## src/rtl/shadow_attr_pkg.sv

```systemverilog
package shadow_attr_pkg;

    // Attribute field of one segment (bit 0 read, bit 1 write, bit 2 cache)
    typedef struct packed {
        logic ce;
        logic we;
        logic re;
    } seg_attr_t;

    // Registered verdict for one access
    typedef struct packed {
        logic valid;
        logic mem;
        logic fwd;
        logic l1;
        logic l2;
    } route_t;

    localparam int unsigned FIELD_W = 4;   // nibble per segment
    localparam logic [7:0]  REG_WMASK = 8'h77;

endpackage

```

## src/rtl/attr_regfile.sv

```systemverilog
module attr_regfile
    import shadow_attr_pkg::*;
#(
    parameter int              NUM_REGS = 7,
    parameter int              CFG_AW   = 8,
    parameter logic [CFG_AW-1:0] CFG_BASE = 8'h59
) (
    input  logic                    clk,
    input  logic                    rst_n,
    input  logic                    cfg_wr,
    input  logic                    cfg_rd,
    input  logic [CFG_AW-1:0]       cfg_addr,
    input  logic [7:0]              cfg_wdata,
    output logic [7:0]              rdata,
    output logic [NUM_REGS*8-1:0]   regs_q_o,
    output logic [NUM_REGS*8-1:0]   regs_d_o
);
    localparam int REG_BITS = NUM_REGS * 8;
    localparam int IDX_W    = (NUM_REGS > 1) ? $clog2(NUM_REGS) : 1;

    typedef struct packed {
        logic [REG_BITS-1:0] regs;
        logic [7:0]          rdata;
    } rf_state_t;

    rf_state_t st_d, st_q;

    logic [CFG_AW-1:0] rel;
    logic              hit;
    logic [IDX_W-1:0]  idx;

    always_comb begin
        rel  = cfg_addr - CFG_BASE;
        hit  = (cfg_addr >= CFG_BASE) && (rel < CFG_AW'(NUM_REGS));
        idx  = IDX_W'(rel);
        st_d = st_q;
        st_d.rdata = 8'h00;
        if (cfg_rd && hit) begin
            st_d.rdata = st_q.regs[idx*8 +: 8];
        end
        if (cfg_wr && hit) begin
            st_d.regs[idx*8 +: 8] = cfg_wdata & REG_WMASK;
        end
    end

    always_ff @(posedge clk) begin
        if (!rst_n) begin
            st_q <= '0;
        end else begin
            st_q <= st_d;
        end
    end

    assign rdata    = st_q.rdata;
    assign regs_q_o = st_q.regs;
    assign regs_d_o = st_d.regs;

endmodule

```

## src/rtl/seg_decode.sv

```systemverilog
module seg_decode #(
    parameter int ADDR_W = 32,
    parameter int NSEG   = 14,
    localparam int SEG_W = $clog2(NSEG)
) (
    input  logic [ADDR_W-1:0] addr,
    output logic              in_win,
    output logic [SEG_W-1:0]  seg_idx
);
    logic       hi_zero;
    logic [5:0] blk16k;
    logic       unused_low;

    assign unused_low = ^addr[13:0];

    always_comb begin
        hi_zero = (addr[ADDR_W-1:20] == '0);
        blk16k  = addr[19:14];
        in_win  = 1'b0;
        seg_idx = '0;
        if (hi_zero) begin
            if (addr[19:17] == 3'b101) begin
                // A0000h-BFFFFh, one 128 KB segment
                in_win  = 1'b1;
                seg_idx = SEG_W'(0);
            end else if (addr[19:16] == 4'hF) begin
                // F0000h-FFFFFh, one 64 KB segment
                in_win  = 1'b1;
                seg_idx = SEG_W'(1);
            end else if (addr[19:18] == 2'b11) begin
                // C0000h-EFFFFh, twelve 16 KB segments
                in_win  = 1'b1;
                seg_idx = SEG_W'(blk16k - 6'h30) + SEG_W'(2);
            end
        end
    end

endmodule

```

## src/rtl/attr_policy.sv

```systemverilog
module attr_policy
    import shadow_attr_pkg::*;
(
    input  logic      valid,
    input  logic      in_win,
    input  seg_attr_t attr,
    input  logic      is_write,
    input  logic      is_code,
    output route_t    route
);
    logic legal;

    always_comb begin
        route = '0;
        legal = !(attr.ce && !attr.re);
        if (valid) begin
            route.valid = 1'b1;
            if (!in_win) begin
                route.mem = 1'b1;
                route.l1  = 1'b1;
                route.l2  = 1'b1;
            end else begin
                route.mem = is_write ? attr.we : attr.re;
                route.fwd = !route.mem;
                route.l1  = legal && attr.ce && attr.re &&
                            (attr.we || (!is_write && is_code));
                route.l2  = legal && attr.ce && attr.re && attr.we;
            end
        end
    end

endmodule

```

## src/rtl/shadow_attr_router.sv

```systemverilog
module shadow_attr_router
    import shadow_attr_pkg::*;
#(
    parameter int         ADDR_W   = 32,
    parameter int         NUM_REGS = 7,
    parameter logic [7:0] CFG_BASE = 8'h59,
    localparam int        NSEG     = 2 * NUM_REGS
) (
    input  logic              clk,
    input  logic              rst_n,
    input  logic              cfg_wr,
    input  logic              cfg_rd,
    input  logic [7:0]        cfg_addr,
    input  logic [7:0]        cfg_wdata,
    output logic [7:0]        cfg_rdata,
    input  logic              acc_valid,
    input  logic [ADDR_W-1:0] acc_addr,
    input  logic              acc_write,
    input  logic              acc_code,
    output logic              rsp_valid,
    output logic              rsp_mem,
    output logic              rsp_fwd,
    output logic              rsp_l1,
    output logic              rsp_l2,
    output logic [NSEG-1:0]   cfg_err
);
    localparam int SEG_W    = $clog2(NSEG);
    localparam int REG_BITS = NUM_REGS * 8;

    typedef struct packed {
        route_t            rsp;
        logic [NSEG-1:0]   err;
    } top_state_t;

    top_state_t st_d, st_q;

    logic [REG_BITS-1:0] regs_q;
    logic [REG_BITS-1:0] regs_d;
    logic                in_win;
    logic [SEG_W-1:0]    seg_idx;
    seg_attr_t           attr;
    route_t              route;
    logic [NSEG-1:0]     err_next;
    logic                unused_regs;

    assign unused_regs = ^regs_d;

    attr_regfile #(
        .NUM_REGS (NUM_REGS),
        .CFG_AW   (8),
        .CFG_BASE (CFG_BASE)
    ) u_regs (
        .clk       (clk),
        .rst_n     (rst_n),
        .cfg_wr    (cfg_wr),
        .cfg_rd    (cfg_rd),
        .cfg_addr  (cfg_addr),
        .cfg_wdata (cfg_wdata),
        .rdata     (cfg_rdata),
        .regs_q_o  (regs_q),
        .regs_d_o  (regs_d)
    );

    seg_decode #(
        .ADDR_W (ADDR_W),
        .NSEG   (NSEG)
    ) u_dec (
        .addr    (acc_addr),
        .in_win  (in_win),
        .seg_idx (seg_idx)
    );

    // Attributes of the addressed segment, taken from the pre-write bank
    always_comb begin
        attr = seg_attr_t'(regs_q[seg_idx*FIELD_W +: 3]);
    end

    attr_policy u_pol (
        .valid    (acc_valid),
        .in_win   (in_win),
        .attr     (attr),
        .is_write (acc_write),
        .is_code  (acc_code),
        .route    (route)
    );

    // Illegal-setting flags follow the bank's next contents
    for (genvar n = 0; n < NSEG; n++) begin : g_err
        assign err_next[n] = regs_d[n*FIELD_W + 2] && !regs_d[n*FIELD_W];
    end

    always_comb begin
        st_d     = st_q;
        st_d.rsp = route;
        st_d.err = err_next;
    end

    always_ff @(posedge clk) begin
        if (!rst_n) begin
            st_q <= '0;
        end else begin
            st_q <= st_d;
        end
    end

    assign rsp_valid = st_q.rsp.valid;
    assign rsp_mem   = st_q.rsp.mem;
    assign rsp_fwd   = st_q.rsp.fwd;
    assign rsp_l1    = st_q.rsp.l1;
    assign rsp_l2    = st_q.rsp.l2;
    assign cfg_err   = st_q.err;

endmodule

```

## config.mk

```make
export PLATFORM = sky130hd
export DESIGN_NAME = shadow_attr_router
export DESIGN_NICKNAME = d
export VERILOG_FILES = /design/src/rtl/shadow_attr_pkg.sv /design/src/rtl/attr_regfile.sv /design/src/rtl/seg_decode.sv /design/src/rtl/attr_policy.sv /design/src/rtl/shadow_attr_router.sv
export SDC_FILE = /design/constraint.sdc
export NUM_CORES = 1
export LEC_CHECK = 0
export BUFFER_PORTS_ARGS = -buffer_cell sky130_fd_sc_hd__buf_4
export CAP_MARGIN = 20
export CORE_ASPECT_RATIO = 1.2
export CORE_MARGIN = 8
export CORE_UTILIZATION = 45
export DETAILED_ROUTE_END_ITERATION = 7
export PLACE_DENSITY = 0.71
export SYNTH_ARGS = -nofsm -noshare
export SYNTH_HDL_FRONTEND = slang
export SYNTH_HIERARCHICAL = 1
export SYNTH_SLANG_ARGS = --single-unit
```

## constraint.sdc

```tcl
create_clock -name clk -period 3.5 [get_ports clk]
set_input_delay 0 -clock clk [delete_from_list [all_inputs] [get_ports clk]]
set_output_delay 0 -clock clk [all_outputs]
set_load 0.03 [all_outputs]
```

; ---- Word-level counts from Yosys, hierarchy flattened
; Cells that the tools add are included.
[op_classes]
n_reduce_logical = 46
shift = 4
n_mul = 0
magnitude_cmp = 2
div = 0
n_bitwise = 0
n_eq_ne = 3
muxes = 15
n_addsub = 4
[ops]
columns = op, count
row1 = bitwise mux 56 bit, 1
row2 = "variable shift 8 x 34 -> 56 bit, first input constant", 1
row3 = variable part select 56 x 7 -> 3 bit, 1
row4 = variable part select 56 x 7 -> 8 bit, 1
row5 = variable part select 8 x 34 -> 56 bit, 1
row6 = two-way mux 55 bit, 1
row7 = negator 6 -> 34 bit, 1
row8 = logical AND 1 bit, 23
row9 = zero test 1 bit, 18
row10 = two-way mux 4 bit, 4
row11 = zero test 12 bit, 1
row12 = "greater-or-equal comparator 8 x 7 -> 1 bit, second input constant", 1
row13 = "< comparator 8 x 3 -> 1 bit, second input constant", 1
row14 = "subtractor 8 x 7 -> 8 bit, second input constant", 1
row15 = two-way mux 1 bit, 7
row16 = two-way mux 5 bit, 1
row17 = "adder 4 x 2 -> 4 bit, second input constant", 1
row18 = "equality test 4 bit, second input constant", 1
row19 = AND reduction 2 bit, 2
row20 = "subtractor 4 x 1 -> 4 bit, second input constant", 1
row21 = "equality test 3 bit, second input constant", 1
row22 = AND reduction 3 bit, 1
row23 = "equality test 2 bit, second input constant", 1
row24 = two-way mux 2 bit, 1
row25 = logical OR 1 bit, 1
[word_totals]
inputBits = 55
output_inout_bits = 27
romBits = 0
word_cells = 83
ram_bits = 0
reg_bits = 83
memories = 0
latch_bits = 0

; ---- Longest topological paths before layout
[depth]
depth_word = 15
depth_mapped = 13
depth_no_buf = 10

; ---- Hierarchy
; Netlist, hierarchy kept.
[by_module_without_submodules]
columns = module, area_per_inst_um2, seq_area_each_um2, instances, cells_per_inst
row1 = attr_regfile, 3728.6, 1281.2, 1, 396
row2 = shadow_attr_router, 974.7, 380.4, 1, 71
row3 = seg_decode, 152.6, 0.0, 1, 19
row4 = attr_policy, 61.3, 0.0, 1, 10

; ---- Worst setup path after synthesis
; Ideal clock, no wire load.
[synth_timing]
kind = input -> register
startpoint = in cfg_addr[0]
endpoint = reg st_q (netlist bit cfg_err[8])
t_arrival_ns = 3.298
path_stages = 13
n_path_buf = 3
slack_ns = 0.087
t_required_ns = 3.384
setup_time_ns = 0.116
cell_sequence = buf_6 clkbuf_1 inv_1 ha_1 xor2_1 clkinv_1 ha_1 and4b_1 nand3_1 a211oi_2 buf_6 mux2i_1 and3b_1
[synth_between]
elab_chain_len = 7
elab_cells_between_ends = 12
cone_classes = add/sub (2) / order compare (2) / shift (2) / mux (2) / reduce/logical (4)
[synth_rtl]
columns = element, line
row1 = from (decl), shadow_attr_router.sv:13  ; input logic [7:0] cfg_addr,
row2 = subtractor 8 x 7 -> 8 bit, attr_regfile.sv:33  ; rel = cfg_addr - CFG_BASE;
row3 = negator 6 -> 34 bit / < comparator 8 x 3 -> 1 bit (equally long branches), "attr_regfile.sv:42, attr_regfile.sv:34"
row4 = variable part select 8 x 34 -> 56 bit (tied with other cells), attr_regfile.sv:42  ; st_d.regs[idx*8 +: 8] = cfg_wdata & REG_WMASK;
row5 = bitwise mux 56 bit / logical AND 1 bit (equally long branches), "attr_regfile.sv:42, attr_regfile.sv:41"
row6 = two-way mux 55 bit (*), attr_regfile.sv:41  ; if (cfg_wr && hit) begin
row7 = via regs_d[32], shadow_attr_router.sv:38  ; logic [REG_BITS-1:0] regs_d;
row8 = zero test 1 bit (*), shadow_attr_router.sv:89  ; assign err_next[n] = regs_d[n*FIELD_W + 2] && !regs_d[n*FIELD_W];
row9 = logical AND 1 bit (*), shadow_attr_router.sv:89
row10 = to (signal assigned), shadow_attr_router.sv:102  ; st_q <= st_d;
row11 = to (decl), shadow_attr_router.sv:35  ; top_state_t st_d, st_q;
; The timed path passes the listed nets; every way through them passes the cells marked *.
; A chain may end at the register's enable or synchronous reset.

; ---- Worst setup path in the final report
[layout_timing]
startpoint = in cfg_addr[0]
endpoint = reg u_regs.st_q (netlist bit u_regs/regs_q_o[34])
[layout_between]
elab_chain_len = 5
elab_cells_between_ends = 10
cone_classes = add/sub (2) / order compare (2) / shift (2) / mux (2) / reduce/logical (2)
[layout_rtl]
columns = element, line
row1 = subtractor 8 x 7 -> 8 bit, attr_regfile.sv:33
row2 = negator 6 -> 34 bit / < comparator 8 x 3 -> 1 bit (equally long branches), "attr_regfile.sv:42, attr_regfile.sv:34"
row3 = variable part select 8 x 34 -> 56 bit (tied with other cells), attr_regfile.sv:42
row4 = bitwise mux 56 bit / logical AND 1 bit (equally long branches), "attr_regfile.sv:42, attr_regfile.sv:41"
row5 = two-way mux 55 bit (*), attr_regfile.sv:41
row6 = to (signal assigned), attr_regfile.sv:50  ; st_q <= st_d;
row7 = to (decl), attr_regfile.sv:26  ; rf_state_t st_d, st_q;
; Every way passes the cells marked *; elsewhere a longest branch is shown, timed or not.

==> metrics.txt <==
status=complete, no violations; Syn Inst Count=463; Lkg Pwr=0.002389 µW; Final nets=about 600; clock-pin slew on the worst setup and hold paths=0.06 ns; critical path startpoint category=input pin; r2r startpoint=u_regs/regs_q_o[25]$_SDFF_PN0_; dpl hpwl=8.741 mm; Crit Path Class=in2reg; clock sink total=83; setup bufs post-CTS=0; DR vias=3807; RSZ-0062 raised after global routing=no; Slew headroom=22.56%; CTS max path bufs=2; max-cap violations=0; min-delay worst type=in2reg; DRC=0; filler cell count=about 860; DIE AREA=13870 µm²; I/O Buffers=65; CTS-repair resized insts=0; initial DRC count=293; Hold Vio Cnt, Final=0; critical path fanouts, max=29; Root Driver=clkbuf_16; Tot GR Track Use=~17%; Setup crit start=cfg_addr[0]; DR pass1 iterations=4; Syn Nets=525; Max stage delay cell, worst path=a211oi_2; largest net degree at the start of global routing=between 50 and 60; # diodes=0; H-tree depth=3; synthesized area per cell=10.06 µm²; first-pass GRT wire length=roughly 19 mm; CP max stage delay=0.54 ns; wire per inst=17.91 µm; antenna viol nets, final=0; Critical Path Sink=u_regs/regs_q_o[34]$_SDFF_PN0_; CP cell instances=buf_4 > inv_1 > ha_1 > xor2_1 > clkinv_1 > ha_1 > and4b_1 > nand3_1 > a211oi_2 > buf_4 > mux2i_1; hold path start=acc_write; final worst slack=0.8077 ns; initial antenna violation count=0; die height=127.4 µm; Critical Path RT=3.76 ns; crit path time final=between 2 and 3 ns; cell area after synthesis=4656 µm²; Rows=40; DP Cell Count=644; Reg2Reg Depth=6; # setup viols final=0; Area growth, synth to finish=21.42%; setup TNS=0 ns; Initial Util=46.28%; hold_ws=about 0.12 ns; vias in the first global route=3804; IO Count=82; Die W=between 100 and 150 µm; fmax=371.4 MHz; Routed Wire Length=11.93 mm; Max Slew Vio Count=0; total grt overflow=0; worst path arrival time=2.95 ns; Setup Skew=0.005457 ns; CTS Hold Bufs=7; CP Capture Type=flop; Clk Latency, worst-skew pair=0.34 ns; Tcrit/Tclk final=76.92%; Reg2Reg Setup Slack=approximately 1.7 ns; proportion of layout cells with a drive suffix above 1=28.33%; worst-margin pin slew=1.160 ns; CTS tree=done; Overall Power=2116 µW; Place WS=~0.48 ns; CORE AREA=10060 µm²; VDD IR-drop max=0.2216 mV; non-filler instance count after layout=666; Inserted Clock Buffers=9; Ys Warns=6; vias per inst=5.716; Power Density=around 370 nW/µm²; r2r endpoint=rsp_fwd$_SDFF_PN0_; gpl congestion=0.8586
==> worst max-delay path, delay by kind of cell <==
kind,cells,cell delay (ns)
buf+inv,4,0.91
fa+ha+maj,2,0.69
compound gates,1,0.54
simple gates,2,0.35
mux,1,0.24
xor+xnor,1,0.21
==> metrics by stage <==
step           instance area [µm²]  utilization, %
4_1_cts                       5653           56.19
3_3_place_gp                  5280           52.49
2_1_floorplan                 4656               -
6_report                      5653           56.19
3_5_place_dp                  5280           52.49
5_1_grt                       5653           56.19
==> layer usage <==
layer  global-route usage (%)  vias up  part of all wire (%)
li1                         -     1821                     -
met1                    21.06     1818                    43
met2                    28.09      140                    48
met3                    3.471       28                   6.9
met4                    8.555        0                   2.9
met5                        0        -                     0
==> cell usage in the layout (no fill, tap or decap), types with 11 or more instances in the layout <==
cell type and instances:
and2_1 15, and3b_1 14, buf_4 86, dfxtp_1 83
inv_1 15, mux2_2 32, mux2i_1 53, nand2_1 74
nand3_1 15, nor2_1 15, nor3_1 11, nor3b_1 12
==> how the worst min path moves through the flow <==
stage / endpoint / slack, ns / cells after the start
2_1_floorplan: u_regs/regs_q_o[1]$_SDFF_PN0_ / 0.14 / 2
3_3_place_gp: rsp_valid$_SDFF_PN0_ / 0.24 / 2
3_5_place_dp: rsp_valid$_SDFF_PN0_ / 0.26 / 2
4_1_cts: u_regs/regs_q_o[4]$_SDFF_PN0_ / 0.11 / 3
5_1_grt: u_regs/regs_q_o[4]$_SDFF_PN0_ / 0.14 / 3
6_report: rsp_mem$_SDFF_PN0_ / 0.12 / 4
==> power breakdown <==
part,leakage (µW),switching (µW),internal (µW)
Combinational,0.00158,126,87.5
Clock,0.000144,369,586
Sequential,0.000669,0.792,947
==> registers in the layout (all words and copies together) (netlist names) <==
signal,flops
u_regs/rdata,8
rsp_l1,1
rsp_valid,1
rsp_fwd,1
rsp_mem,1
rsp_l2,1
u_regs/regs_q_o,56
cfg_err,14
==> final cells by class <==
type	instances	area (µm²)	area share (%)
inverter	17	63.81	1.129
tap	126	157.7	2.789
sequential	83	1662	29.39
multi-input combinational	332	2751	48.67
timing repair buffer	93	715.7	12.66
clock inverter	4	50.05	0.8853
clock buffer	11	252.7	4.471
(Power assumes the default switching activity.)
